## config.mk

```make
export PLATFORM = sky130hd
export DESIGN_NAME = hs_timing_monitor
export DESIGN_NICKNAME = d
export VERILOG_FILES = /design/src/rtl/hs_mon_pkg.sv /design/src/rtl/hs_sat_counter.sv /design/src/rtl/hs_window_tracker.sv /design/src/rtl/hs_timing_monitor.sv
export SDC_FILE = /design/constraint.sdc
export NUM_CORES = 1
export LEC_CHECK = 0
export BUFFER_PORTS_ARGS = -buffer_cell sky130_fd_sc_hd__buf_2
export CORE_UTILIZATION = 48
export CTS_CLUSTER_DIAMETER = 150
export DETAILED_ROUTE_END_ITERATION = 7
export PLACE_DENSITY = 0.79
export SLEW_MARGIN = 25
export SYNTH_ARGS = -nofsm -noshare
export SYNTH_HDL_FRONTEND = slang
export SYNTH_SLANG_ARGS = --single-unit
export TNS_END_PERCENT = 10
```

## constraint.sdc

```tcl
create_clock -name clk -period 1.9 [get_ports clk]
set_input_delay 0 -clock clk [delete_from_list [all_inputs] [get_ports clk]]
set_output_delay 0 -clock clk [all_outputs]
set_load 0.03 [all_outputs]
```

## src/rtl/hs_mon_pkg.sv

```systemverilog
package hs_mon_pkg;
  localparam int NRULE      = 5;
  localparam int RULE_ACK   = 0;
  localparam int RULE_RSP   = 1;
  localparam int RULE_ADDR  = 2;
  localparam int RULE_BURST = 3;
  localparam int RULE_GRANT = 4;
endpackage

```

## src/rtl/hs_sat_counter.sv

```systemverilog
module hs_sat_counter #(
  parameter int W = 16
) (
  input  logic         clk,
  input  logic         rst,
  input  logic         inc,
  output logic [W-1:0] count
);
  always_ff @(posedge clk) begin
    if (rst)
      count <= '0;
    else if (inc && (count != {W{1'b1}}))
      count <= count + 1'b1;
  end
endmodule

```

## src/rtl/hs_window_tracker.sv

```systemverilog
// One open window: armed at offset 0, satisfied by hit at offsets MIN..MAX.
module hs_window_tracker #(
  parameter int MIN_OFS = 1,
  parameter int MAX_OFS = 8
) (
  input  logic clk,
  input  logic rst,
  input  logic arm,
  input  logic hit,
  output logic busy,
  output logic expire
);
  localparam int OFS_W = $clog2(MAX_OFS + 1);
  localparam logic [OFS_W-1:0] LAST = OFS_W'(MAX_OFS);

  logic [OFS_W-1:0] ofs_q;
  logic             busy_q;
  logic             met;

  generate
    if (MIN_OFS <= 1) begin : g_any
      assign met = hit;
    end else begin : g_min
      assign met = hit && (ofs_q >= OFS_W'(MIN_OFS));
    end
  endgenerate

  // a re-arm at the deadline replaces the window, so no expiry is reported
  assign expire = busy_q && !arm && !met && (ofs_q == LAST);
  assign busy   = busy_q;

  always_ff @(posedge clk) begin
    if (rst) begin
      busy_q <= 1'b0;
      ofs_q  <= '0;
    end else if (arm) begin
      busy_q <= 1'b1;
      ofs_q  <= OFS_W'(1);
    end else if (busy_q) begin
      if (met || (ofs_q == LAST))
        busy_q <= 1'b0;
      else
        ofs_q <= ofs_q + 1'b1;
    end
  end
endmodule

```

## src/rtl/hs_timing_monitor.sv

```systemverilog
module hs_timing_monitor
  import hs_mon_pkg::*;
#(
  parameter int ADDR_W   = 32,
  parameter int CNT_W    = 16,
  parameter int RSP_WIN  = 8,
  parameter int ADDR_MIN = 2,
  parameter int ADDR_MAX = 17
) (
  input  logic                        clk,
  input  logic                        rst,
  input  logic                        req,
  input  logic                        ack,
  input  logic                        response,
  input  logic                        start,
  input  logic                        data,
  input  logic                        last,
  input  logic [ADDR_W-1:0]           req_addr,
  input  logic [ADDR_W-1:0]           resp_addr,
  input  logic                        grant_a,
  input  logic                        grant_b,
  output logic [NRULE-1:0]            err_flags,
  output logic                        addr_ovf,
  output logic [NRULE-1:0][CNT_W-1:0] hit_cnt,
  output logic [NRULE-1:0][CNT_W-1:0] fail_cnt
);
  logic              req_q, ack_q;
  logic              beat1_q, beat2_q, burst_due_q;
  logic [ADDR_W-1:0] cap_q;
  logic              req_rise, ack_rise, burst_seen;
  logic              rsp_expire, addr_expire, addr_busy, rsp_busy;
  logic [NRULE-1:0]  trig, fail;

  assign req_rise   = req & ~req_q;
  assign ack_rise   = ack & ~ack_q;
  assign burst_seen = beat2_q & last;

  always_ff @(posedge clk) begin
    if (rst) begin
      req_q       <= 1'b0;
      ack_q       <= 1'b0;
      beat1_q     <= 1'b0;
      beat2_q     <= 1'b0;
      burst_due_q <= 1'b0;
      cap_q       <= '0;
    end else begin
      req_q       <= req;
      ack_q       <= ack;
      beat1_q     <= start;
      beat2_q     <= beat1_q & data;
      burst_due_q <= burst_seen;
      if (req_rise)
        cap_q <= req_addr;
    end
  end

  hs_window_tracker #(.MIN_OFS(1), .MAX_OFS(RSP_WIN)) u_rsp_win (
    .clk    (clk),
    .rst    (rst),
    .arm    (ack_rise),
    .hit    (response),
    .busy   (rsp_busy),
    .expire (rsp_expire)
  );

  hs_window_tracker #(.MIN_OFS(ADDR_MIN), .MAX_OFS(ADDR_MAX)) u_addr_win (
    .clk    (clk),
    .rst    (rst),
    .arm    (req_rise),
    .hit    (resp_addr == cap_q),
    .busy   (addr_busy),
    .expire (addr_expire)
  );

  always_comb begin
    trig = '0;
    fail = '0;
    trig[RULE_ACK]   = req;
    fail[RULE_ACK]   = req_q & ~ack;
    trig[RULE_RSP]   = ack_rise;
    fail[RULE_RSP]   = rsp_expire;
    trig[RULE_ADDR]  = req_rise;
    fail[RULE_ADDR]  = addr_expire;
    trig[RULE_BURST] = burst_seen;
    fail[RULE_BURST] = burst_due_q & ~ack;
    trig[RULE_GRANT] = grant_a & grant_b;
    fail[RULE_GRANT] = grant_a & grant_b;
  end

  always_ff @(posedge clk) begin
    if (rst) begin
      err_flags <= '0;
      addr_ovf  <= 1'b0;
    end else begin
      err_flags <= err_flags | fail;
      addr_ovf  <= addr_ovf | (req_rise & addr_busy);
    end
  end

  generate
    for (genvar i = 0; i < NRULE; i++) begin : g_cnt
      hs_sat_counter #(.W(CNT_W)) u_hit (
        .clk (clk), .rst (rst), .inc (trig[i]), .count (hit_cnt[i])
      );
      hs_sat_counter #(.W(CNT_W)) u_fail (
        .clk (clk), .rst (rst), .inc (fail[i]), .count (fail_cnt[i])
      );
    end
  endgenerate

  logic unused_ok;
  assign unused_ok = rsp_busy;
endmodule

```

# After elaboration in Yosys (flattened, before gate mapping)
# Index checks and enable logic that the tools add are counted.
# op_classes
reduce_logical,31
eq_ne,15
addsub,12
magnitude_cmp,1
muxes,12
bitwise,15
# ops
operator,n
$add A16 B1 Y16 const B,10
$ne A16 B16 Y1 const B,10
$eq A32 B32 Y1,1
$logic_and A1 B1 Y1,17
$mux W1,12
$and A1 B1 Y1,8
$reduce_and A2 Y1,4
$add A5 B1 Y5 const B,1
$eq A5 B5 Y1 const B,1
$ge A5 B2 Y1 const B,1
$not A1 Y1,5
$or A5 B5 Y5,1
$add A4 B1 Y4 const B,1
$eq A4 B4 Y1 const B,1
$logic_not A1 Y1,4
$ne A2 B1 Y1 const B,2
$reduce_bool A2 Y1,2
$reduce_or A2 Y1,2
$logic_or A1 B1 Y1,2
$or A1 B1 Y1,1
# word_totals
out_inout_bits,166
ff_bits,214
input_bits,74
elab_cells,110

# Longest topological paths before layout
# Gate-level depths: netlist of the first run.
# depth
depth_word,7
mapped_depth,10
depth_no_buf,8

# Hierarchy
# From an unflattened synthesis of the first run, not the netlist that was laid out.
# hier_totals
hier_cells,1285
area_unflattened_um2,10963.0
# modules_own_cells
mod,cells_per_inst,instances,area_each_um2,seq_area_each_um2
hs_sat_counter,99,10,848.3,320.3
hs_timing_monitor,219,1,1815.5,860.8
hs_window_tracker at u_addr_win,43,1,387.9,120.1
hs_window_tracker at u_rsp_win,33,1,276.5,100.1

# Worst setup path after synthesis of the first run
# Ideal clock, no wire load.
# synth_timing
path_kind,register to register
start,register g_cnt[2].u_fail.count[2]
end,register g_cnt[2].u_fail.count[0]
t_arrival_ns,2.118
setup_time_ns,0.123
required_time_ns,1.777
path_buffers,0
stages_incl_launch_ff,6
path_slack_ns,-0.341
period_less_slack_ns,2.241
cell_sequence,dfxtp_1 -> and4_4 -> nand3_4 -> o31ai_1 -> nor2_1 -> mux2_1
# synth_via
elab_chain_len,2
# synth_lines
element,line,text
"start, declared",hs_sat_counter.sv:7,output logic [W-1:0] count
"start signal, assigned",hs_sat_counter.sv:13,count <= count + 1'b1;
$ne A16 B16 Y1,hs_sat_counter.sv:12,else if (inc && (count != {W{1'b1}}))
$logic_and A1 B1 Y1,hs_sat_counter.sv:12,
# Every way passes these cells.
# A chain may end at the register's enable or synchronous reset.

# Worst setup path in the final report of the first run
# layout_timing
start,register cap_q[14]
end,register g_cnt[2].u_fail.count[0]
# layout_via
elab_chain_len,6
# layout_lines
element,line,text
"start, declared",hs_timing_monitor.sv:29,logic [ADDR_W-1:0] cap_q;
"start signal, assigned",hs_timing_monitor.sv:53,cap_q <= req_addr;
$eq A32 B32 Y1,hs_timing_monitor.sv:70,".hit (resp_addr == cap_q),"
$logic_and A1 B1 Y1,hs_window_tracker.sv:24,assign met = hit && (ofs_q >= OFS_W'(MIN_OFS));
$logic_not A1 Y1,hs_window_tracker.sv:29,assign expire = busy_q && !arm && !met && (ofs_q == LAST);
$logic_and A1 B1 Y1 (2 in a row),hs_window_tracker.sv:29,
$logic_and A1 B1 Y1,hs_sat_counter.sv:12,
# Every way passes these cells.

==> impl_metrics.csv, run 1 <==
group,metric,value,unit
outcome,run_status,"finished with violations",
outcome,violations,"negative setup slack",
placed_design,dp_cells,1704,
setup_path,cp.required,2.29,ns
synth,synth_edf_count,0,
sta,slew_headroom,59.6,%
grt,grt_overflow,0,
detailed_routing,wl,26.0,mm
pwr,p_leak,0.00573,uW
sta,slew_viol_final,0,
detailed_routing,drtIter0Drc,450,
detailed_routing,route.met2.wl,12.6,mm
setup_path,cp.depth,8,
synth,yosysWarningCount,0,
hold_path,hold_class,"in2reg",
sta,grt_setup_unrepaired,"yes",
setup_path,crit_family,"simple AND/OR/NAND/NOR gates",
synth,synth.area.top_cells,"dfxtp_1, xor2_1, nor2_1, nand2_1, xnor2_1",
detailed_routing,dr.max_layer_used,"met4",
floorplan,start_util,49.3,%
setup_path,cp-start-kind,"flop",
setup_path,critPathLaunch,"cap_q[14]",
grt,grt_util_all_layers,24.1,%
floorplan,rows,51,
grt,grt_pass1_vias,9009,
detailed_routing,num_vias,9527,
final_layout,drive_gt1_share,28.9,%
synth,ys_ff_latch,214,
setup_path,r2r_start,"cap_q[14]",
final_layout,register_area,4330,um^2
final_layout,synthToLayoutAreaGrowth,39.2,%
setup_path,end_kind,"flop",
setup_path,critPathSlowestCell,"nor4_2",
job,maxCapViolCount,0,
detailed_routing,vias_per_cell,5.27,
synth,avgSynthCellArea,8.51,um^2
sta,fin_ws,-0.225,ns
synth,yosysSeqAreaShare,44.3,%
floorplan,die_w,144,um
placed_design,gp_congestion,0.821,
sta,whs,0.0173,ns
final_layout,filler_cell_count,1506,
cts,cts_tree,"built",
sta,min_period_over_period,112,%
cts,numCtsBuffers,24,
sta,setup_viol,23,
setup_path,critPathKind,"reg2reg",
setup_path,critPathMaxStageDelay,0.35,ns
cts,htree_num_levels,1,
cts,clock_latency,0.51,ns
detailed_routing,met1Wirelength,10.9,mm
sta,period_minus_slack,2.12,ns
pwr,peakVddDrop,0.662,mV
floorplan,io_pins,240,
cts,path_clk_slew,0.06,ns
final_layout,stdcell_count,1807,
cts,cts_sinks,214,
synth,yosysTopAreaCell,"dfxtp_1",
final_layout,nNetsFinal,1615,
synth,synth_top_area_share,44.3,%
setup_path,cp_max_fo,16,
detailed_routing,drt-wirelength-per-cell,14.4,um
synth,netlist-cell-type-count,53,
cts,post_cts_buffers,0,
cts,clock_tree.root_cell,"clkbuf_16",
detailed_routing,drt_pass1_iterations,4,
sta,max_freq,471,MHz
sta,fin_skew,0.0110,ns
synth,synth_cells,1136,
placed_design,place_ws,-0.387,ns
setup_path,r2r_cells,8,
grt,grt_pass1_wl,41.1,mm
setup_path,reg2reg_to,"g_cnt[2].u_fail.count[0]",
synth,syn_area,9660,um^2
floorplan,die_area,20700,um^2
detailed_routing,met3RoutedLength,1.92,mm
placed_design,dpl.hpwl,17.3,mm
sta,hold_viol,0,
synth,synth_common_cells,"dfxtp_1, nor2_1, nand2_1",
setup_path,rrSetupSlack,-0.22,ns
detailed_routing,drc_errors,0,
setup_path,endpoint,"g_cnt[2].u_fail.count[0]",
placed_design,port_buffers,239,
floorplan,die_h,144,um
sta,worst_pin_slew,0.603,ns
cts,clockBufferDepth,3,
synth,synth_most_common_cell,"dfxtp_1",
detailed_routing,final_antenna_net_count,0,
synth,synth_flop_cell,"dfxtp_1",
setup_path,critical_path_buf_inv_count,2,
final_layout,multiInputGateArea,5330,um^2
setup_path,arrival,2.52,ns
pwr,powerDensity,724,nW/um^2
grt,grt_max_degree,85,
floorplan,fp.coreArea,19600,um^2
grt,antenna_found_initial,0,
final_layout,antenna_cells,0,
setup_path,crit_chain,"xor2_1 -> nor4_2 -> buf_4 -> nand4_1 -> nor4_4 -> buf_12 -> nor2_1 -> mux2_4",
synth,syn_nets,1225,
synth,synth_async_sr_flop_share,0,%
==> layout make-up <==
| class | count | area share [%] |
|---|---|---|
| Inverter | 17 | 0.474 |
| Timing Repair Buffer | 402 | 19.6 |
| Clock inverter | 7 | 0.363 |
| Multi-Input combinational cell | 867 | 39.6 |
| Sequential cell | 214 | 32.2 |
| Tap cell | 265 | 2.47 |
| Clock buffer | 35 | 5.37 |
==> per-layer routing <==
| layer | GRT usage [%] | vias up |
|---|---|---|
| li1 | - | 4709 |
| met1 | 28.5 | 4479 |
| met2 | 43.1 | 291 |
| met3 | 5.86 | 48 |
| met4 | 6.33 | 0 |
| met5 | 0 | - |
==> placed cells by master (no fill, tap or decap), drive strengths merged, types with 2 or more instances in the layout <==
master,synthesis,final
o31a,2,2
o41ai,2,2
nand3b,3,3
a311o,2,2
nand4,61,61
mux2,7,7
mux2i,7,7
a211oi,3,3
clkbuf,35,35
nor3b,2,2
or3,20,20
inv,17,17
nor3,27,27
ha,15,15
and3,17,17
or2,4,4
dlygate4sd3,0,61
clkinv,0,6
and4,14,14
nand3,55,55
dfxtp,214,214
o31ai,8,8
xor2,100,100
buf,3,341
nor2b,17,17
or4,6,6
xnor2,56,56
nand2b,7,7
nor4b,2,2
and2,4,4
a21oi,63,63
o311ai,2,2
o21ai,19,19
a31oi,3,3
nor4,26,26
nor2,167,167
nand2,138,138
==> worst min path at each step <==
stage	from	endpoint	slack, ns	cells past startpoint
final	grant_a	g_cnt[4].u_hit.count[5]	0.02	6
after global routing	grant_a	g_cnt[4].u_hit.count[5]	0.06	6
after CTS	rst	g_cnt[2].u_hit.count[14]	-0.17	2
after detailed placement	start	beat1_q	0.22	2
after global placement	start	beat1_q	0.21	2
after floorplan	data	beat2_q	0.11	2
==> power by group <==
group	leakage [uW]	internal [uW]	switching, uW	total [uW]
clock network	0.000383	2630	1810	4430
logic	0.00360	316	386	702
registers	0.00174	4550	54.7	4610
total	0.00573	7500	2250	9740
==> metrics by stage <==
stage / utilization, % / cell area (um^2) / total power, uW / setup TNS, ns
after global routing: 68.7 / 13500 / 10100 / -4.71
after global placement: 60.9 / 11900 / 5280 / -5.15
after CTS: 68.1 / 13300 / 9830 / -2.86
after floorplan: - / 9750 / 5040 / -1.18
final: 68.7 / 13500 / 9740 / -3.36
after detailed placement: 60.9 / 11900 / 5290 / -6.94
==> registers in the layout (all words and copies together), names as in the netlist <==
| name | cells |
|---|---|
| u_addr_win.busy | 1 |
| ack_q | 1 |
| u_rsp_win.ofs_q | 4 |
| u_addr_win.ofs_q | 5 |
| beat2_q | 1 |
| addr_ovf | 1 |
| req_q | 1 |
| g_cnt.u_hit.count | 80 |
| g_cnt.u_fail.count | 80 |
| beat1_q | 1 |
| u_rsp_win.busy | 1 |
| err_flags | 5 |
| burst_due_q | 1 |
| cap_q | 32 |
==> tightest hold or removal path, delay by kind of cell <==
family	cells	cell delay [ns]
buffers and inverters	1	0.11
AND/OR/NAND/NOR	4	0.33
XOR/XNOR	1	0.06
==> what timing repair did <==
action                                  4_1_cts  5_1_grt
gates resized for setup                       4       27
endpoints found under the hold margin        66       13
hold buffers                                 60        1
endpoints found under the setup margin       28       73
pin swaps                                     6        7
==> logic make-up (layout without fill, tap and decap cells) <==
logic type / Yosys count / after routing / share of synthesized area, %
mux: 14 / 14 / 1.54
xor+xnor: 156 / 156 / 14.1
flops: 214 / 214 / 44.3
compound gates: 110 / 110 / 6.75
simple gates: 572 / 572 / 29.1
buf+inv: 55 / 461 / 2.19
fa+ha+maj: 15 / 15 / 1.94
Power figures use the tool's default switching activity.
==> inputs of run 2 (changes only) <==
Settings changed: CTS_BUF_LIST set to sky130_fd_sc_hd__clkbuf_16, CTS_CLUSTER_DIAMETER 150 to not set.
==> impl_metrics.csv, run 2 (synthesized netlist as in run 1, its figures left out) <==
group,metric,value,unit
cts,cts_tree,"built",
placed_design,placed_cell_area,11900,um^2
grt,grt_overflow,0,
final_layout,multiInputGateArea,5320,um^2
floorplan,io_pins,240,
setup_path,cp_max_fo,16,
final_layout,drive_gt1_share,28.3,%
cts,cts_sinks,214,
grt,antenna_found_initial,0,
detailed_routing,drc_errors,0,
outcome,violations,"negative setup slack",
grt,grt_pass1_wl,41.1,mm
floorplan,die_area,20700,um^2
floorplan,die_w,144,um
floorplan,start_util,49.3,%
placed_design,dpl.hpwl,17.3,mm
detailed_routing,num_vias,9526,
floorplan,rows,51,
floorplan,die_h,144,um
placed_design,gp_congestion,0.821,
final_layout,filler_cell_count,1519,
detailed_routing,drt_pass1_iterations,4,
final_layout,layout_common_cells,"buf_2, dfxtp_1, nor2_1",
sta,period_minus_slack,2.10,ns
sta,max_freq,475,MHz
pwr,seqPwrFrac,49.1,%
setup_path,critPathKind,"reg2reg",
grt,grt_max_degree,85,
pwr,combinationalPowerShare,7.5,%
final_layout,post-route-cell-area,13400,um^2
sta,fin_skew,0.0108,ns
pwr,internal_power,7160,uW
sta,slew_headroom,59.4,%
pwr,swShare,23.8,%
setup_path,cp-start-kind,"flop",
grt,grt_util_all_layers,24.1,%
sta,setup_viol,22,
pwr,powerDensity,702,nW/um^2
sta,hold_viol,0,
pwr,clkPwrFrac,43.4,%
detailed_routing,vias_per_cell,5.27,
detailed_routing,final_antenna_net_count,0,
pwr,p_switching,2230,uW
sta,whs,0.0107,ns
grt,grt_pass1_vias,9061,
cts,clock_latency,0.51,ns
setup_path,cp.required,2.29,ns
outcome,run_status,"finished with violations",
sta,tns,-2.80,ns
detailed_routing,drt-wirelength-per-cell,14.3,um
pwr,peakVddDrop,0.662,mV
final_layout,register_area,4330,um^2
final_layout,nNetsFinal,1615,
cts,path_clk_slew,0.06,ns
cts,post_cts_buffers,0,
final_layout,reg_top3,"g_cnt.u_fail.count (80), g_cnt.u_hit.count (80), cap_q (32)",
setup_path,arrival,2.50,ns
cts,clock_tree.root_cell,"clkbuf_16",
placed_design,port_buffers,239,
cts,clockBufferDepth,3,
sta,min_period_over_period,111,%
final_layout,synthToLayoutAreaGrowth,38.3,%
floorplan,fp.coreArea,19600,um^2
sta,slew_viol_final,0,
cts,htree_num_levels,1,
job,maxCapViolCount,0,
sta,fin_ws,-0.203,ns
cts,numCtsBuffers,24,
detailed_routing,wl,25.9,mm
detailed_routing,drtIter0Drc,404,
sta,worst_pin_slew,0.606,ns
pwr,p_leak,0.00570,uW
final_layout,utilization,68.2,%
setup_path,end_kind,"flop",
final_layout,layout_commonest_cell,"buf_2",
sta,grt_setup_unrepaired,"yes",
final_layout,antenna_cells,0,
hold_path,hold_class,"in2reg",
==> run 2: changes by cell type in the layout (fill, tap and decap cells not counted), sizes merged <==
cell,previous run,this run
clkbuf,35,24
clkinv,6,14
inv,17,20
==> run 2: worst max-delay path, stage by stage (launching register included) <==
cell	delay, ns
dfxtp_2	0.32
xor2_1	0.17
nor4_2	0.33
buf_4	0.16
nand4_1	0.14
nor4_4	0.26
buf_12	0.19
nor2_1	0.08
mux2_4	0.32
==> run 2: area by class of cell <==
| cell class | instances | share of cell area, % |
|---|---|---|
| Clock inverter | 18 | 0.674 |
| Inverter | 17 | 0.477 |
| Sequential cell | 214 | 32.4 |
| Multi-Input combinational cell | 867 | 39.8 |
| Timing Repair Buffer | 402 | 19.7 |
| Clock buffer | 24 | 4.49 |
| Tap cell | 265 | 2.48 |
==> run 2: timing repair <==
action                                  4_1_cts  5_1_grt
endpoints found under the setup margin       28       72
resized for setup                             5       25
hold endpoints to repair                     66       13
pin swaps                                     6        7
hold buffers                                 60        1
==> run 2: per-layer routing <==
| layer | GRT usage, % | wire (um) | vias up |
|---|---|---|---|
| met4 | 6.61 | 524 | 0 |
| met1 | 28.3 | 10800 | 4469 |
| li1 | - | - | 4712 |
| met3 | 5.93 | 1950 | 50 |
| met5 | 0 | 0 | - |
| met2 | 43.2 | 12600 | 295 |
==> run 2: worst paths after layout <==
check | start | end | slack [ns] | cells past startpoint
max | cap_q[14] | g_cnt[2].u_fail.count[0] | -0.20 | 8
min | grant_a | g_cnt[4].u_hit.count[5] | 0.01 | 6
max reg2reg | cap_q[14] | g_cnt[2].u_fail.count[0] | -0.20 | 8
min reg2reg | beat1_q | beat2_q | 0.45 | 2
==> run 2: power by group through the flow <==
stage	Clock [uW]	Combinational, uW	Sequential [uW]
floorplan	0	289	4750
global placement	0	575	4700
detailed placement	0	587	4710
CTS	4190	679	4610
global route	4400	761	4620
finish	4080	703	4610
==> run 2: stage by stage <==
stage / cells / setup WS (ns) / power (uW)
2_1_floorplan: 1136 / -0.0791 / 5040
3_3_place_gp: 1704 / -0.308 / 5280
3_5_place_dp: 1704 / -0.387 / 5290
4_1_cts: 1806 / -0.195 / 9470
5_1_grt: 1807 / -0.271 / 9770
6_report: 1807 / -0.203 / 9390
